<file path="src/rtl/rate_acq_pkg.sv">
package rate_acq_pkg;
  localparam int PH_W = 3;

  typedef enum logic [2:0] {
    RATE_1_2 = 3'd0,
    RATE_2_3 = 3'd1,
    RATE_3_4 = 3'd2,
    RATE_5_6 = 3'd3,
    RATE_7_8 = 3'd4
  } rate_e;

  typedef enum logic [1:0] {ST_IDLE, ST_SEARCH, ST_LOCKED} acq_st_e;

  localparam rate_e FIRST_RATE = RATE_3_4;

  function automatic logic [PH_W-1:0] phase_count(rate_e r);
    case (r)
      RATE_2_3: phase_count = PH_W'(2);
      RATE_3_4: phase_count = PH_W'(3);
      RATE_5_6: phase_count = PH_W'(5);
      RATE_7_8: phase_count = PH_W'(7);
      default:  phase_count = PH_W'(1);
    endcase
  endfunction

  function automatic rate_e next_rate(rate_e r);
    case (r)
      RATE_3_4: next_rate = RATE_2_3;
      RATE_2_3: next_rate = RATE_5_6;
      RATE_5_6: next_rate = RATE_7_8;
      RATE_7_8: next_rate = RATE_1_2;
      default:  next_rate = RATE_3_4;
    endcase
  endfunction
endpackage

</file>
<file path="src/rtl/acq_window.sv">
module acq_window #(
  parameter int DWELL_SYMS = 256,
  parameter int CNT_W      = $clog2(DWELL_SYMS + 1)
) (
  input  logic             clk_i,
  input  logic             rst_ni,
  input  logic             clear_i,
  input  logic             sym_valid_i,
  input  logic             conv_i,
  input  logic [CNT_W-1:0] thresh_i,
  output logic             win_end_o,
  output logic             win_pass_o
);
  localparam int SYM_W = (DWELL_SYMS > 1) ? $clog2(DWELL_SYMS) : 1;

  logic [SYM_W-1:0] sym_q;
  logic [CNT_W-1:0] conv_q, conv_sum;
  logic             last_sym;

  assign conv_sum   = conv_q + CNT_W'(conv_i);
  assign last_sym   = (sym_q == SYM_W'(DWELL_SYMS - 1));
  assign win_end_o  = sym_valid_i & last_sym & ~clear_i;
  assign win_pass_o = (conv_sum >= thresh_i);

  always_ff @(posedge clk_i or negedge rst_ni) begin
    if (!rst_ni) begin
      sym_q  <= '0;
      conv_q <= '0;
    end else if (clear_i) begin
      sym_q  <= '0;
      conv_q <= '0;
    end else if (sym_valid_i) begin
      if (last_sym) begin
        sym_q  <= '0;
        conv_q <= '0;
      end else begin
        sym_q  <= sym_q + SYM_W'(1);
        conv_q <= conv_sum;
      end
    end
  end
endmodule

</file>
<file path="src/rtl/acq_hyp_seq.sv">
module acq_hyp_seq
  import rate_acq_pkg::*;
(
  input  logic            clk_i,
  input  logic            rst_ni,
  input  logic            restart_i,
  input  logic            advance_i,
  output rate_e           rate_o,
  output logic [PH_W-1:0] phase_o,
  output logic            flip_o
);
  rate_e           rate_q;
  logic [PH_W-1:0] phase_q;
  logic            flip_q;

  always_ff @(posedge clk_i or negedge rst_ni) begin
    if (!rst_ni) begin
      rate_q  <= FIRST_RATE;
      phase_q <= '0;
      flip_q  <= 1'b0;
    end else if (restart_i) begin
      rate_q  <= FIRST_RATE;
      phase_q <= '0;
      flip_q  <= 1'b0;
    end else if (advance_i) begin
      // carrier ambiguity is the innermost loop, then phase, then rate
      flip_q <= ~flip_q;
      if (flip_q) begin
        if (phase_q == phase_count(rate_q) - PH_W'(1)) begin
          phase_q <= '0;
          rate_q  <= next_rate(rate_q);
        end else begin
          phase_q <= phase_q + PH_W'(1);
        end
      end
    end
  end

  assign rate_o  = rate_q;
  assign phase_o = phase_q;
  assign flip_o  = flip_q;
endmodule

</file>
<file path="src/rtl/acq_lock_fsm.sv">
module acq_lock_fsm
  import rate_acq_pkg::*;
#(
  parameter int LOSS_WINDOWS = 4
) (
  input  logic clk_i,
  input  logic rst_ni,
  input  logic demod_lock_i,
  input  logic win_end_i,
  input  logic win_pass_i,
  output logic clear_o,
  output logic advance_o,
  output logic restart_o,
  output logic lock_o
);
  localparam int MISS_W = $clog2(LOSS_WINDOWS + 1);

  acq_st_e           st_q, st_d;
  logic [MISS_W-1:0] miss_q, miss_d;
  logic              win_fail, loss;

  assign win_fail = win_end_i & ~win_pass_i;
  assign loss     = (st_q == ST_LOCKED) & win_fail & (miss_q == MISS_W'(LOSS_WINDOWS - 1));

  always_comb begin
    st_d   = st_q;
    miss_d = miss_q;
    if (!demod_lock_i) begin
      st_d   = ST_IDLE;
      miss_d = '0;
    end else begin
      case (st_q)
        ST_IDLE:   st_d = ST_SEARCH;
        ST_SEARCH: if (win_end_i && win_pass_i) st_d = ST_LOCKED;
        ST_LOCKED: begin
          if (loss) begin
            st_d   = ST_SEARCH;
            miss_d = '0;
          end else if (win_end_i) begin
            miss_d = win_pass_i ? '0 : miss_q + MISS_W'(1);
          end
        end
        default:   st_d = ST_IDLE;
      endcase
    end
  end

  always_ff @(posedge clk_i or negedge rst_ni) begin
    if (!rst_ni) begin
      st_q   <= ST_IDLE;
      miss_q <= '0;
    end else begin
      st_q   <= st_d;
      miss_q <= miss_d;
    end
  end

  assign clear_o   = ~demod_lock_i | (st_q == ST_IDLE);
  assign advance_o = demod_lock_i & (st_q == ST_SEARCH) & win_fail;
  assign restart_o = clear_o | loss;
  assign lock_o    = (st_q == ST_LOCKED);
endmodule

</file>
<file path="src/rtl/rate_acq_ctrl.sv">
module rate_acq_ctrl
  import rate_acq_pkg::*;
#(
  parameter int DWELL_SYMS   = 256,
  parameter int LOSS_WINDOWS = 4,
  parameter int CNT_W        = $clog2(DWELL_SYMS + 1)
) (
  input  logic             clk_i,
  input  logic             rst_ni,
  input  logic             demod_lock_i,
  input  logic             sym_valid_i,
  input  logic             conv_i,
  input  logic [CNT_W-1:0] thresh_i,
  input  logic             spec_inv_i,
  output logic [2:0]       rate_sel_o,
  output logic [PH_W-1:0]  punct_phase_o,
  output logic             carrier_flip_o,
  output logic             spec_inv_o,
  output logic             lock_o
);
  logic  clear, win_end, win_pass, advance, restart;
  rate_e rate;

  acq_window #(.DWELL_SYMS(DWELL_SYMS), .CNT_W(CNT_W)) u_win (
    .clk_i, .rst_ni,
    .clear_i    (clear),
    .sym_valid_i,
    .conv_i,
    .thresh_i,
    .win_end_o  (win_end),
    .win_pass_o (win_pass)
  );

  acq_lock_fsm #(.LOSS_WINDOWS(LOSS_WINDOWS)) u_fsm (
    .clk_i, .rst_ni,
    .demod_lock_i,
    .win_end_i  (win_end),
    .win_pass_i (win_pass),
    .clear_o    (clear),
    .advance_o  (advance),
    .restart_o  (restart),
    .lock_o
  );

  acq_hyp_seq u_hyp (
    .clk_i, .rst_ni,
    .restart_i (restart),
    .advance_i (advance),
    .rate_o    (rate),
    .phase_o   (punct_phase_o),
    .flip_o    (carrier_flip_o)
  );

  assign rate_sel_o = rate;
  assign spec_inv_o = spec_inv_i;
endmodule

</file>
<file path="config.mk">
export PLATFORM = sky130hd
export DESIGN_NAME = rate_acq_ctrl
export DESIGN_NICKNAME = d
export VERILOG_FILES = /design/src/rtl/rate_acq_pkg.sv /design/src/rtl/acq_window.sv /design/src/rtl/acq_hyp_seq.sv /design/src/rtl/acq_lock_fsm.sv /design/src/rtl/rate_acq_ctrl.sv
export SDC_FILE = /design/constraint.sdc
export NUM_CORES = 1
export LEC_CHECK = 0
export BUFFER_PORTS_ARGS = -buffer_cell sky130_fd_sc_hd__buf_2
export CAP_MARGIN = 25
export CORE_ASPECT_RATIO = 1.4
export CORE_MARGIN = 4
export CORE_UTILIZATION = 57
export DETAILED_ROUTE_END_ITERATION = 8
export HOLD_SLACK_MARGIN = 0.15
export PLACE_DENSITY = 0.81
export SYNTH_ARGS = -nofsm -noshare
export SYNTH_HDL_FRONTEND = slang
export SYNTH_SLANG_ARGS = --single-unit
</file>
<file path="constraint.sdc">
create_clock -name clk_i -period 3.5 [get_ports clk_i]
set_input_delay 0.7 -clock clk_i [delete_from_list [all_inputs] [get_ports clk_i]]
set_output_delay 0.7 -clock clk_i [all_outputs]
set_load 0.03 [all_outputs]
</file>
# Yosys cells after proc, flatten, opt, wreduce, memory -nomap -nowiden
# Cells that the tools add are included.
[word_totals]
register_bits = 29
input_bits = 15
wordCells = 79
[classes]
n_addsub = 5
magnitude_cmp = 1
eq_ne = 13
mux = 30
n_bitwise = 13
n_reduce_logical = 10
[ops]
columns = ["cell", "n"]
rows = [
  ["$mux 3", 16],
  ["$mux 9", 3],
  ["$mux 8", 3],
  ["$pmux 3 s4", 2],
  ["$add 9x1->9", 1],
  ["$eq 3x2->1 const B", 3],
  ["$ge 9x9->1", 1],
  ["$add 8x1->8 const B", 1],
  ["$eq 8x8->1 const B", 1],
  ["$reduce_bool 2->1", 4],
  ["$and 1x1->1", 7],
  ["$add 3x1->3 const B", 2],
  ["$mux 2", 3],
  ["$ne 3x2->1 const B", 2],
  ["$pmux 2 s3", 1],
  ["$reduce_and 2->1", 3],
  ["$not 1->1", 4],
  ["$eq 3x1->1 const B", 1],
  ["$eq 3x3->1", 1],
  ["$eq 3x3->1 const B", 1],
  ["$ne 3x1->1 const B", 1],
  ["$reduce_and 3->1", 1],
  ["$sub 3x1->3 const B", 1],
  ["$eq 2x1->1 const B", 1],
  ["other kinds (6)", 8],
]

# Depth between registers and ports, before layout
[depth]
ltp_word = 15
mapped_depth = 12
ltp_nobuf = 11

# Hierarchy
# From an unflattened synthesis, not the netlist that was laid out.
[hier_totals]
cells_unflattened = 211
hier_area_um2 = 1991.9
[by_module_without_submodules]
columns = ["module", "instances", "cells_per_inst", "area_per_inst_um2"]
rows = [
  ["acq_window", 1, 122, 1161.1],
  ["acq_hyp_seq", 1, 55, 503.0],
  ["acq_lock_fsm", 1, 33, 320.3],
  ["rate_acq_ctrl", 1, 1, 7.5],
]

# Worst setup path before layout
# OpenSTA, ideal clock, no wires.
[synth_timing]
path_type = "in2reg"
start = "input conv_i"
end = "register u_hyp.rate_q[0], in the netlist u_hyp.rate_o[0]"
arrival_ns = 3.129
slack_ns = 0.294
stages = 11
path_buffers = 0
path_cell_list = "ha_1 ha_1 nand4_1 xnor2_1 ha_1 and4_1 and4b_1 nor3_1 nand4b_1 or4_1 a21oi_1"
[synth_via]
elab_chain_cells = 9
[synth_rtl]
columns = ["element", "line", "text"]
rows = [
  ["start, declared", "rate_acq_ctrl.sv:12", "input logic conv_i,"],
  ["$add 9x1->9 *", "acq_window.sv:20", "assign conv_sum = conv_q + CNT_W'(conv_i);"],
  ["$ge 9x9->1 *", "acq_window.sv:23", "assign win_pass_o = (conv_sum >= thresh_i);"],
  ["$not 1->1 *", "acq_lock_fsm.sv:22", "assign win_fail = win_end_i & ~win_pass_i;"],
  ["$and 1x1->1 *", "acq_lock_fsm.sv:22", ""],
  ["$and 1x1->1 (2 in series)", "acq_lock_fsm.sv:23", "assign loss = (st_q == ST_LOCKED) & win_fail & (miss_q == MISS_W'(LOSS_WINDOWS - 1));"],
  ["$or 1x1->1", "acq_lock_fsm.sv:60", "assign restart_o = clear_o | loss;"],
  ["$reduce_bool 2->1 (no line)", "n/a", ""],
  ["$reduce_and 3->1 (no line)", "n/a", ""],
  ["end signal, assigned", "acq_hyp_seq.sv:31", "rate_q <= next_rate(rate_q);"],
  ["end, declared", "acq_hyp_seq.sv:12", "rate_e rate_q;"],
]
# Mark *: on every way between the ends. The rest lies on a longest branch, timed or not.
# A chain may end at the register's enable or synchronous reset.

# Worst setup path after layout
[layout_timing]
start = "input conv_i"
end = "register u_hyp.rate_q[1], in the netlist u_hyp.rate_o[1]"
# Same word-level chain as after synthesis.

==> impl_results.md <==
- Crit-path cells: buf_2, ha_1, ha_1, nand4_1, xnor2_1, ha_1, and4_1, and4b_1, a2111o_1, nor3_1, or2_2, o21bai_1
- Clock transition at the registers of the reported paths: 0.06 ns
- Port bufs: 21
- Cts bufs inserted: 5
- Post-Syn Nets: 237
- Unique masters post-synth: 45
- Adder-Cell Fraction of Synth Area: about a tenth
- Crit path max fanout: 7
- Clock root cell: clkbuf_8
- Initial Util: between 50% and 60%
- Avg Vias per Cell: roughly 5.9
- # rows: 24
- Hold Crit Class: input port to async pin
- TritonCTS clock tree: yes
- Initial antenna violation count: 0
- Post-synthesis simple-gate area fraction: a little under a quarter
- DP HPWL: 2.771 mm
- Final core utilization: approximately 68%
- Total Power: 736.5 uW
- Htree depth: 2
- Final period util: around 92%
- Unrepaired setup endpoints after global routing: false
- WL per Instance: about 14 um
- Bufs and invs on worst path: 1
- Share of the synthesized area in the top cell type: between 30% and 40%
- Final hold vios: 0
- Largest net degree at the start of global routing: 30
- Via count: 1594
- Async SR Flop Fraction: 100.0%
- CP startpoint kind: input port
- Area leader, netlist: dfrtp_1
- EDFF count, synth: 0
- Antenna Violating Nets Remaining: 0
- Syn Inst Count: between 200 and 250
- Fin Setup TNS: 0 ns
- Clock skew: between 0.006 and 0.007 ns
- Status: finished, final reports clean
- Area contributors post-synth: dfrtp_1 38%, ha_1 10%, o21ai_0 4.3%
- Slew Viols, Final: 0
- Mapped Area: ~0.0018 mm2
- Die ar.: 0.004230 mm2
- First-pass GRT wire length: approximately 6.5 mm
- Met2 wire length: about 2 mm
- Total Wirelength: ~3.8 mm
- Maximum VDD drop: slightly below 0.5 mV
- CP peak stage delay: 0.46 ns
- GRT Residual Overflow: 0
- Compound-gate portion of the synthesized area: 17.67%
- Crit path max-delay family: simple AND/OR/NAND/NOR gates
- CP max stage cell: a2111o_1
- DR top layer: met4
- Setup-failing EPs final: 0
- Worst Max-Slew Pin Slew: roughly 0.86 ns
- Final #Nets: 262
- Worst EP required: approximately 3.7 ns
- Area grow syn2layout: 14.29%
- Router iterations before antenna repair: 4
- Leak: between 0.001 and 0.0015 uW
- Chip width: around 56 um
- # hold bufs at CTS: 0
- XOR/XNOR share of the synthesized area: between 4 and 5%
- Clock sinks: 29
- Arr. time, crit path: between 3 and 4 ns
- Antenna diodes: 0
- Largest family of logic cells by synthesized area: simple AND/OR/NAND/NOR gates
- # DRC: 0
- Relative slew slack: 42.78%
- Total core area: between 0.003 and 0.004 mm2
- Synth warn: 0
- Final min period: approximately 3.2 ns
- Clock Latency Late Sink: about 0.28 ns
- Avg Synthesized Cell Area: slightly below 9 um2
- Register area share after synthesis: just under 40%
- Fill cells: 276
- Die Y: around 75 um
- Total GRT Usage: 19.60%
- Synth cell count leaders: 28 x dfrtp_1, 21 x nand2_1, 18 x nor2_1
- Vias in the first global route: ~1600
- Cell with the most instances after synthesis: dfrtp_1
- Pwr dens: ~350 mW/mm2
- Crit path capture type: flip-flop
- Share of layout cells above drive strength 1: between 10% and 20%
- Worst Setup Path Type: input port to flip-flop
- DR WL met3: approximately 130 um
- # IOs: 24
- Initial DRC count: between 40 and 50
- Top_reg_cell synth: dfrtp_1
- F_max: 311.3 MHz
- Metal-1 WL: around 1.5 mm
- GP Congestion: around 0.85
- Longest Clk Path Bufs: 2
- MaxCap Viol Count: 0
- Synth Register Bits: 29
- Multiplexer area fraction after synthesis: 0%
- Worst path most repeated cell: ha_1
-- cells by family after synthesis --
family	Yosys count
DFF	29
xor gates and xnor gates	10
buffers and inverters	22
and+or+nand+nor	82
AOI/OAI and AO/OA	49
adders and majority gates	15
-- state kept, by name, indices dropped and copies added, names as in the netlist --
signal / flops
u_fsm.miss_q: 3
u_fsm.st_q: 2
u_hyp.flip_o: 1
u_hyp.phase_o: 3
u_hyp.rate_o: 3
u_win.conv_q: 9
u_win.sym_q: 8
-- where the power goes --
group / total (uW) / switching (uW) / internal, uW
registers: 339 / 1.81 / 337
logic: 38.0 / 24.2 / 13.8
clock network: 359 / 128 / 232
-- final cells by class --
class | count | area (um2) | share of cell area [%]
Timing Repair Buffer | 24 | 127.6 | 6.043
Clock buffer | 7 | 86.33 | 4.088
Inverter | 16 | 60.06 | 2.844
Tap cell | 39 | 48.80 | 2.310
Clock inverter | 1 | 30.03 | 1.422
Sequential cell | 29 | 726.9 | 34.42
Multi-Input combinational cell | 156 | 1032 | 48.87
-- layout by cell type (no fill, tap or decap), types with 3 or more instances in the layout --
| master | instances |
|---|---|
| o21ai_0 | 16 |
| nor3_1 | 5 |
| clkbuf_8 | 6 |
| nor2_1 | 18 |
| buf_2 | 21 |
| nand3_1 | 5 |
| nand4_1 | 8 |
| dfrtp_1 | 28 |
| a21oi_1 | 8 |
| buf_4 | 3 |
| or4_1 | 3 |
| a22o_1 | 8 |
| nor2b_1 | 3 |
| and3_1 | 5 |
| xnor2_1 | 7 |
| ha_1 | 15 |
| nand2_1 | 21 |
| xor2_1 | 3 |
| a21boi_0 | 4 |
| inv_1 | 16 |
-- stage by stage --
stage          setup WS [ns]  cell area (um2)  std cells  hold slack (ns)
2_1_floorplan         0.2940             1848        207           0.4044
3_3_place_gp          0.1092             1991        264           0.4784
3_5_place_dp         0.01256             1991        264           0.4823
4_1_cts               0.2458             2107        272           0.4561
5_1_grt              0.03564             2112        272           0.4862
6_report              0.2875             2112        272           0.4326
-- path summary, 6_finish.rpt --
path | slack (ns) | from | endpoint | cells after the start
min reg2reg | 0.50 | u_win.conv_q[0]$_DFFE_PN0P_ | u_win.conv_q[0]$_DFFE_PN0P_ | 2
min in group clk_i | 0.50 | u_win.conv_q[0]$_DFFE_PN0P_ | u_win.conv_q[0]$_DFFE_PN0P_ | 2
min | 0.43 | rst_ni | u_fsm.miss_q[2]$_DFFE_PN0P_ | 1
max | 0.29 | conv_i | u_hyp.rate_o[1]$_DFFE_PN1P_ | 12
max in group asynchronous | 2.65 | rst_ni | u_win.conv_q[4]$_DFFE_PN0P_ | 1
max reg2reg | 0.43 | u_win.conv_q[0]$_DFFE_PN0P_ | u_hyp.rate_o[1]$_DFFE_PN1P_ | 11
-- metal layers --
metal | vias up | GRT usage (%)
met2 | 27 | 38.23
met1 | 763 | 19.28
met4 | 0 | 8.707
met3 | 8 | 5.593
met5 | - | 0
li1 | 796 | -
-- timing repair --
item | in CTS | in global routing
setup endpoints to repair | 0 | 1
gates resized for setup | 0 | 1
endpoints found under the hold margin | 0 | 0
setup buffers | 0 | 0
Note: power is estimated with default switching activity, not from simulation.
